**config.mk**
```make
export PLATFORM = sky130hd
export DESIGN_NAME = tx_bit_source
export DESIGN_NICKNAME = d
export VERILOG_FILES = /design/src/rtl/tx_src_pkg.sv /design/src/rtl/tx_alt_gen.sv /design/src/rtl/tx_pat_mux.sv /design/src/rtl/tx_scrambler.sv /design/src/rtl/tx_bit_source.sv
export SDC_FILE = /design/constraint.sdc
export NUM_CORES = 1
export LEC_CHECK = 0
export CAP_MARGIN = 20
export CORE_MARGIN = 2
export CORE_UTILIZATION = 30
export DETAILED_ROUTE_END_ITERATION = 8
export PLACE_DENSITY = 0.51
export SLEW_MARGIN = 40
export SYNTH_ARGS = -nofsm -noshare
export SYNTH_HDL_FRONTEND = slang
export SYNTH_SLANG_ARGS = --single-unit
```
**constraint.sdc**
```tcl
create_clock -name clk -period 1.5 [get_ports clk]
set_input_delay 0.225 -clock clk [delete_from_list [all_inputs] [get_ports clk]]
set_output_delay 0.225 -clock clk [all_outputs]
set_load 0.02 [all_outputs]
```
**src/rtl/tx_src_pkg.sv**
```systemverilog
package tx_src_pkg;

    typedef enum logic [1:0] {
        PAT_USER  = 2'b00,
        PAT_ALT   = 2'b01,
        PAT_MARK  = 2'b10,
        PAT_SPACE = 2'b11
    } pat_sel_e;

    typedef enum logic {
        ALT_SPACE = 1'b0,
        ALT_MARK  = 1'b1
    } alt_state_e;

    localparam logic MARK_BIT  = 1'b1;
    localparam logic SPACE_BIT = 1'b0;

endpackage

```
**src/rtl/tx_alt_gen.sv**
```systemverilog
module tx_alt_gen
    import tx_src_pkg::*;
(
    input  logic clk,
    input  logic rst_n,
    input  logic bit_en,
    output logic alt_bit
);

    alt_state_e state_q;
    alt_state_e state_d;

    // Next-state logic: toggle on every strobe.
    always_comb begin
        state_d = state_q;
        if (bit_en) begin
            unique case (state_q)
                ALT_MARK:  state_d = ALT_SPACE;
                ALT_SPACE: state_d = ALT_MARK;
            endcase
        end
    end

    always_ff @(posedge clk) begin
        if (!rst_n) state_q <= ALT_MARK;
        else        state_q <= state_d;
    end

    // Output decode.
    always_comb begin
        unique case (state_q)
            ALT_MARK:  alt_bit = MARK_BIT;
            ALT_SPACE: alt_bit = SPACE_BIT;
        endcase
    end

    a_r3_toggle_on_strobe: assert property (@(posedge clk) disable iff (!rst_n)
        bit_en |=> (alt_bit != $past(alt_bit)));

    a_r7_alt_hold: assert property (@(posedge clk) disable iff (!rst_n)
        !bit_en |=> $stable(alt_bit));

endmodule

```
**src/rtl/tx_pat_mux.sv**
```systemverilog
module tx_pat_mux
    import tx_src_pkg::*;
(
    input  logic [1:0] pat_sel,
    input  logic       tx_data,
    input  logic       alt_bit,
    output logic       src_bit
);

    pat_sel_e sel;
    assign sel = pat_sel_e'(pat_sel);

    always_comb begin
        unique case (sel)
            PAT_USER:  src_bit = tx_data;
            PAT_ALT:   src_bit = alt_bit;
            PAT_MARK:  src_bit = MARK_BIT;
            PAT_SPACE: src_bit = SPACE_BIT;
        endcase
    end

endmodule

```
**src/rtl/tx_scrambler.sv**
```systemverilog
module tx_scrambler #(
    parameter int LEN   = 17,
    parameter int TAP_A = 14
) (
    input  logic clk,
    input  logic rst_n,
    input  logic bit_en,
    input  logic bypass,
    input  logic src_bit,
    output logic scr_bit
);

    localparam int IDX_A = TAP_A - 1;
    localparam int IDX_B = LEN - 1;

    logic [LEN-1:0] sr_q;
    logic           mixed;

    assign mixed   = src_bit ^ sr_q[IDX_A] ^ sr_q[IDX_B];
    assign scr_bit = bypass ? src_bit : mixed;

    always_ff @(posedge clk) begin
        if (!rst_n)
            sr_q <= '0;
        else if (bit_en && !bypass)
            sr_q <= {sr_q[LEN-2:0], mixed};
    end

    a_r6_reg_frozen: assert property (@(posedge clk) disable iff (!rst_n)
        (bit_en && bypass) |=> $stable(sr_q));

    a_r7_reg_idle: assert property (@(posedge clk) disable iff (!rst_n)
        !bit_en |=> $stable(sr_q));

    a_r5_shift_moves: assert property (@(posedge clk) disable iff (!rst_n)
        (bit_en && !bypass) |=> (sr_q[LEN-1:1] == $past(sr_q[LEN-2:0])));

    initial begin
        a_tap_order: assert (TAP_A > 0 && TAP_A < LEN);
    end

endmodule

```
**src/rtl/tx_bit_source.sv**
```systemverilog
module tx_bit_source #(
    parameter int SCR_LEN = 17,
    parameter int SCR_TAP = 14
) (
    input  logic       clk,
    input  logic       rst_n,
    input  logic       bit_en,
    input  logic [1:0] pat_sel,
    input  logic       scr_bypass,
    input  logic       tx_data,
    output logic       tx_bit_out
);
    import tx_src_pkg::*;

    logic alt_bit;
    logic src_bit;
    logic scr_bit;

    tx_alt_gen u_alt (
        .clk     (clk),
        .rst_n   (rst_n),
        .bit_en  (bit_en),
        .alt_bit (alt_bit)
    );

    tx_pat_mux u_mux (
        .pat_sel (pat_sel),
        .tx_data (tx_data),
        .alt_bit (alt_bit),
        .src_bit (src_bit)
    );

    tx_scrambler #(
        .LEN   (SCR_LEN),
        .TAP_A (SCR_TAP)
    ) u_scr (
        .clk     (clk),
        .rst_n   (rst_n),
        .bit_en  (bit_en),
        .bypass  (scr_bypass),
        .src_bit (src_bit),
        .scr_bit (scr_bit)
    );

    always_ff @(posedge clk) begin
        if (!rst_n)      tx_bit_out <= MARK_BIT;
        else if (bit_en) tx_bit_out <= scr_bit;
    end

    a_r6_bypass_pass: assert property (@(posedge clk) disable iff (!rst_n)
        (bit_en && scr_bypass) |=> (tx_bit_out == $past(src_bit)));

    a_r7_out_hold: assert property (@(posedge clk) disable iff (!rst_n)
        !bit_en |=> $stable(tx_bit_out));

    a_r4_mark_bypassed: assert property (@(posedge clk) disable iff (!rst_n)
        (bit_en && scr_bypass && pat_sel == 2'b10) |=> tx_bit_out);

    a_r4_space_bypassed: assert property (@(posedge clk) disable iff (!rst_n)
        (bit_en && scr_bypass && pat_sel == 2'b11) |=> !tx_bit_out);

endmodule

```
==> results of run 1 <==
[worst min-delay path, stage by stage, from the launching register on]
cell and delay, ns:
dfxtp_1 0.33, nand2_1 0.05, a21oi_1 0.05
[synth_stat cells]
master and instances:
nand2_1 30, dfxtp_1 19, a21oi_1 15, nand2_2 4, nor3_2 2, xnor2_1 2, a2111oi_4 1, a211oi_1 1
a21oi_2 1, a32o_1 1, and2b_1 1, and3_1 1, and4_1 1, and4b_1 1, buf_12 1, buf_2 1
buf_4 1, buf_6 1, clkbuf_1 1, inv_1 1, nand2b_1 1, nand3b_1 1, nor2_1 1, o21ai_0 1
o21bai_1 1
[cells in the final DEF, fill, tap and decap left out]
| master | n |
|---|---|
| a2111oi_4 | 1 |
| nand3b_1 | 1 |
| xnor2_1 | 2 |
| a21oi_2 | 1 |
| and4b_1 | 1 |
| and3_1 | 1 |
| o21bai_1 | 1 |
| clkinv_2 | 1 |
| clkbuf_4 | 3 |
| inv_1 | 1 |
| a21oi_1 | 15 |
| nor3_2 | 2 |
| nand2_1 | 30 |
| nand2b_1 | 1 |
| buf_4 | 6 |
| a32o_1 | 1 |
| o21ai_0 | 1 |
| dfxtp_1 | 19 |
| and4_1 | 1 |
| and2b_1 | 1 |
| a211oi_1 | 1 |
| dlygate4sd2_1 | 1 |
| clkdlybuf4s50_1 | 6 |
| nor2_1 | 1 |
| nand2_2 | 4 |
[report_power, final]
part | internal [mW] | leakage [nW] | total [mW] | switching [mW]
clock | 0.0992 | 0.0177 | 0.257 | 0.157
combinational | 0.0405 | 0.143 | 0.0882 | 0.0477
sequential | 0.513 | 0.154 | 0.518 | 0.00504
[layer usage]
| layer | vias to the layer above | track usage |
|---|---|---|
| li1 | 329 | - |
| met1 | 282 | 0.1116 |
| met2 | 7 | 0.1514 |
| met3 | 2 | 0.01395 |
| met4 | 0 | 0.06272 |
| met5 | - | 0 |
[area by class of cell]
| class | instances | area, um2 | area share |
|---|---|---|---|
| clock buffers | 3 | 22.52 | 0.02423 |
| repair buffers | 13 | 113.9 | 0.1225 |
| clock inverters | 1 | 5.005 | 0.005384 |
| well taps | 30 | 37.54 | 0.04038 |
| flip-flops and latches | 19 | 380.4 | 0.4092 |
| inverters | 1 | 3.754 | 0.004038 |
| multi-input cells | 66 | 366.6 | 0.3943 |
[per-stage QoR]
stage / cell area (um2) / hold slack [ns] / setup TNS [ns]
global route: 929.6 / 0.4805 / 0
detailed placement: 903.4 / 0.4423 / -0.002829
finish: 929.6 / 0.4587 / 0
CTS: 929.6 / 0.4591 / 0
floorplan: 798.3 / 0.2869 / 0
global placement: 903.4 / 0.4374 / 0
[kinds of logic (layout without fill, tap and decap cells)]
group	count (synthesis)	in the layout	synth area share
buffers and inverters	6	18	0.06425
AO/OA/AOI/OAI	21	21	0.1771
flip-flops	19	19	0.4765
AND/OR/NAND/NOR	43	43	0.2602
XOR/XNOR	2	2	0.02195
[worst max path at each step]
stage / endpoint / slack [ns] / cells after the start / start
final: tx_bit_out / 0.29 / 1 / tx_bit_out
after global routing: tx_bit_out / 0.24 / 1 / tx_bit_out
after global placement: tx_bit_out / 0.03 / 4 / pat_sel[0]
after detailed placement: tx_bit_out / -0.003 / 4 / pat_sel[0]
after floorplan: tx_bit_out / 0.46 / 3 / u_scr.sr_q[16]
after CTS: tx_bit_out / 0.27 / 1 / tx_bit_out
[state kept, by name, indices dropped and copies added, names as in the netlist]
register and count:
u_alt.state_q 1, u_scr.sr_q 17, tx_bit_out 1
==> reports/metrics.csv, run 1 <==
stage,metric,value,unit
run_status,status,"complete, no violations",
floorplan,die area,0.003090,mm2
routing,post-route DRC violation count,0,
floorplan,Die W,55.59,um
worst_setup_path,WP buf/inv,1,
worst_setup_path,Worst EP arrival,0.98,ns
worst_setup_path,crit-path cells,dlygate4sd2_1,
synth,post-synthesis sequential area ratio,0.4765,
final_layout,Layout area overhead,16.46,%
clocking,number of H-tree levels,1,
routing,Final ANT Viol Nets,0,
hold_path,Worst Hold End,u_scr.sr_q[16],
power_and_ir_drop,peak supply drop,603.0,uV
synth,post-synth net total,98,
run,max-cap violations,0,
sta,Max-slew headroom,0.6912,
sta,post-route clock period utilization,0.8058,
sta,Setup WS post-layout,0.2912,ns
global_route,number of global-route vias before repair,534,
worst_setup_path,worst r2r dst,tx_bit_out,
sta,Fin. Hold Viols,0,
clocking,number of buffers created by CTS,3,
synth,synth top area cells,"dfxtp_1, nand2_1, a21oi_1, a2111oi_4, nand2_2",
hold_path,HP Start,u_scr.sr_q[15],
sta,fin. max-slew vios,0,
worst_setup_path,crit start category,flop,
global_route,largest net degree at the start of global routing,17,
routing,Max Used Layer,met4,
synth,register bit total from synthesis,19,
clocking,Root Buffer Master,clkbuf_4,
routing,DR WL/cell,10.30,um
floorplan,IO Count,8,
worst_setup_path,CP Capture Type,output port,
sta,Worst Max-Slew Pin Slew,0.4622,ns
routing,Vias/cell,4.662,
worst_setup_path,CP max stage delay,0.36,ns
floorplan,Core Footprint,0.002500,mm2
routing,routed via count,620,
global_route,Congestion Overflow GR,0,
clocking,Worst-path clk slew,0.11,ns
worst_setup_path,Crit path required time,1.27,ns
placed_design,hpwl dp,1.029,mm
power_and_ir_drop,Tot Pwr,0.8625,mW
synth,area share of the largest cell type after synthesis,0.4765,
sta,Worst Skew,0.003057,ns
global_route,GRT Total Usage,0.09264,
worst_setup_path,crit-path leading delay family,flip-flops,
routing,met3 routed WL,35,um
final_layout,Layout Utilization,0.3719,
global_route,initial antenna violation count,0,
worst_setup_path,Setup Crit Path Kind,reg2out,
sta,fmax,827.3,MHz
placed_design,gpl congestion,0.7006,
synth,Syn Area/Cell,8.772,um2
sta,final setup fails,0,
sta,minimum clock period,1.209,ns
worst_setup_path,"Max FO, Critical Path",2,
clocking,CTS Hold Bufs,0,
routing,total routed wirelength,1.370,mm
synth,largest area contributor in the netlist,dfxtp_1,
floorplan,# rows,18,
synth,cell count after synthesis,91,
clocking,Max Buffers Root-to-Sink,2,
worst_setup_path,Worst R2R Path Depth,3,
placed_design,placed cell count,129,
synth,Yosys Warn Count,0,
routing,WL met1,657,um
final_layout,Ant. Diodes,0,
sta,RSZ-0062 raised after global routing,no,
hold_path,Hold Path Depth,2,
global_route,first-pass GRT wire length,2.270,mm
final_layout,share of post-route cells with drive strength above 1,0.1748,
final_layout,layout net count,111,
floorplan,initial core utilization,0.3193,
worst_setup_path,Worst R2R Start,u_scr.sr_q[13],
synth,Cell variety after synth,25,
placed_design,Port-buffer cells,7,
floorplan,die height,55.59,um
clocking,clock sinks,19,
power_and_ir_drop,PD cells,927.7,mW/mm2
clocking,setup repair bufs after CTS,0,
final_layout,FILL cells,256,
synth,area of the mapped netlist,798.3,um2
clocking,post-CTS sizing,1,
worst_setup_path,R2R Setup Slk,0.35,ns
clocking,Worst-Skew Late Latency,0.29,ns
routing,DRT Pass-1 Iters,4,
routing,met2 routed WL,663,um
hold_path,Worst Hold Class,reg2reg,
power_and_ir_drop,LEAKAGE,0.3140,nW
routing,DR iter-0 viols,6,
worst_setup_path,Slowest cell on crit path,dfxtp_1,
clocking,CTS tree,built,
placed_design,"worst slack, placed",-0.002829,ns
final_layout,Layout Cells excl Fill,133,
(Power assumes the default switching activity.)
==> run 2, diff against run 1 <==
PLACE_DENSITY = 0.53   (was 0.51)
clock period = 1.1 ns   (was 1.5 ns; I/O delays follow)
==> run 2 against run 1 <==
The flow now finishes with violations (negative setup slack). Via count is 2.6% higher. Utilization up 1.3 points. First-iteration DRC count is 83% higher. Cell area rose by 3.4%. Non-clock buffer count up 3. Final cell count grew 2.3%. Sequential cell count is the same.
==> reports/metrics.csv, run 2 (synthesis gave the netlist of run 1 again) <==
stage,metric,value,unit,change
floorplan,die height,55.59,um,unchanged
sta,Worst Max-Slew Pin Slew,0.4486,ns,-0.01361 ns
global_route,initial antenna violation count,0,,unchanged
worst_setup_path,Worst R2R Start,u_alt.state_q,,
routing,Vias/cell,4.676,,+0.32%
floorplan,Die W,55.59,um,unchanged
placed_design,"worst slack, placed",-0.3442,ns,-0.3414 ns
sta,RSZ-0062 raised after global routing,yes,,
hold_path,HP Start,u_scr.sr_q[2],,
global_route,Congestion Overflow GR,0,,unchanged
worst_setup_path,R2R Setup Slk,0.01,ns,-0.34 ns
sta,Fin. Hold Viols,0,,unchanged
power_and_ir_drop,PD cells,1222,mW/mm2,+32%
final_layout,share of post-route cells with drive strength above 1,0.2453,,+0.07053
final_layout,layout net count,114,,+2.7%
routing,DRT Pass-1 Iters,4,,unchanged
placed_design,Port-buffer cells,7,,unchanged
worst_setup_path,Crit path required time,1.28,ns,about the same
final_layout,Ant. Diodes,0,,unchanged
routing,routed via count,636,,+2.6%
clocking,Max Buffers Root-to-Sink,2,,unchanged
worst_setup_path,Worst EP arrival,1.32,ns,+0.34 ns
sta,minimum clock period,1.134,ns,
worst_setup_path,CP Capture Type,flop,,
floorplan,die area,0.003090,mm2,unchanged
floorplan,# rows,18,,unchanged
sta,fmax,881.7,MHz,
hold_path,Worst Hold End,u_scr.sr_q[3],,
worst_setup_path,crit start category,input port,,
worst_setup_path,worst r2r dst,tx_bit_out,,
floorplan,initial core utilization,0.3193,,unchanged
global_route,largest net degree at the start of global routing,17,,unchanged
power_and_ir_drop,peak supply drop,1139,uV,+89%
sta,fin. max-slew vios,0,,unchanged
sta,worst hold slack,0.4586,ns,-0.00008200 ns
routing,Final ANT Viol Nets,0,,unchanged
placed_design,Placed Area,925.9,um2,+2.5%
run,max-cap violations,0,,unchanged
sta,Setup WS post-layout,-0.03417,ns,-0.3254 ns
clocking,CTS Hold Bufs,0,,unchanged
floorplan,IO Count,8,,unchanged
worst_setup_path,Setup Crit Path Kind,in2reg,,
power_and_ir_drop,Tot Pwr,1.174,mW,+36%
final_layout,"commonest cells after routing, fill and taps aside","nand2_1, dfxtp_1, a21oi_1",,
worst_setup_path,Worst R2R Path Depth,3,,unchanged
clocking,number of buffers created by CTS,3,,unchanged
routing,post-route DRC violation count,0,,unchanged
final_layout,Layout Utilization,0.3844,,+0.01251
clocking,clock sinks,19,,unchanged
power_and_ir_drop,LEAKAGE,0.3286,nW,+4.6%
clocking,Worst-Skew Late Latency,0.29,ns,about the same
global_route,GRT Total Usage,0.1052,,+0.01257
placed_design,hpwl dp,1.082,mm,+5.2%
sta,post-route clock period utilization,1.031,,
routing,DR iter-0 viols,11,,+5
routing,total routed wirelength,1.419,mm,+3.6%
global_route,number of global-route vias before repair,609,,+14%
worst_setup_path,"Max FO, Critical Path",5,,+3
hold_path,Hold Path Depth,2,,unchanged
clocking,number of H-tree levels,1,,unchanged
sta,final setup fails,2,,+2
final_layout,Layout area overhead,20.38,%,
clocking,Worst-path clk slew,0.10,ns,about the same
hold_path,Worst Hold Class,reg2reg,,
final_layout,biggest regs,"u_scr.sr_q (17), tx_bit_out (1), u_alt.state_q (1)",,
clocking,CTS tree,built,,
final_layout,Top reg by flops,u_scr.sr_q,,
final_layout,FILL cells,281,,+9.8%
final_layout,max FFs per register,17,,unchanged
placed_design,gpl congestion,0.7567,,+8.0%
run_status,failing checks,negative setup slack,,
sta,Worst Skew,0.001197,ns,-0.001860 ns
final_layout,design area,960.9,um2,+3.4%
final_layout,"commonest non-fill, non-tap cell in the layout",nand2_1,,
floorplan,Core Footprint,0.002500,mm2,unchanged
routing,DR WL/cell,10.43,um,+1.3%
global_route,first-pass GRT wire length,2.622,mm,+16%
sta,Max-slew headroom,0.7003,,+0.009089
clocking,Root Buffer Master,clkbuf_4,,
run_status,status,finished with violations,,
-- run 2: stage by stage --
step | instances | setup TNS, ns
3_5_place_dp | 132 | -5.166
2_1_floorplan | 91 | 0
3_3_place_gp | 132 | -4.743
6_report | 136 | -0.03873
4_1_cts | 136 | -0.01486
5_1_grt | 136 | -0.1400
-- run 2: final cells by class --
cell class | instances | area (um2) | area share
clock buffers | 3 | 22.52 | 0.02344
flip-flops and latches | 19 | 381.6 | 0.3971
repair buffers | 16 | 132.6 | 0.1380
well taps | 30 | 37.54 | 0.03906
multi-input cells | 66 | 377.9 | 0.3932
clock inverters | 1 | 5.005 | 0.005208
inverters | 1 | 3.754 | 0.003906
-- run 2: timing repair --
action,in CTS,in global routing
pin swaps,1,0
setup buffers,0,0
setup endpoints to repair,5,5
gates resized for setup,6,2
-- run 2: critical path, cell delays in order --
cell             delay, ns
clkdlybuf4s50_1       0.41
o21bai_1              0.40
and4b_1               0.29
nor3_2                0.05
-- run 2: how the worst max path moves through the flow --
stage                   startpoint         end  slack [ns]  cells after the start
floorplan           u_scr.sr_q[16]  tx_bit_out        0.06                      3
global placement        pat_sel[0]  tx_bit_out       -0.30                      4
CTS                     pat_sel[0]  tx_bit_out       -0.01                      4
finish                  pat_sel[1]  tx_bit_out       -0.03                      4
detailed placement      pat_sel[1]  tx_bit_out       -0.34                      4
global route            pat_sel[0]  tx_bit_out       -0.08                      4
-- run 2: metal layers --
layer,up-vias,GRT usage,routed length [um]
li1,333,-,-
met1,296,0.1286,666
met2,5,0.1752,706
met3,2,0.04186,35
met4,0,0.02091,10
met5,-,0,0
-- run 2: power breakdown --
part	total (mW)	switching (mW)	internal, mW
Combinational	0.127	0.0673	0.0599
Clock	0.340	0.205	0.135
Sequential	0.706	0.00655	0.700
Total	1.17	0.279	0.895
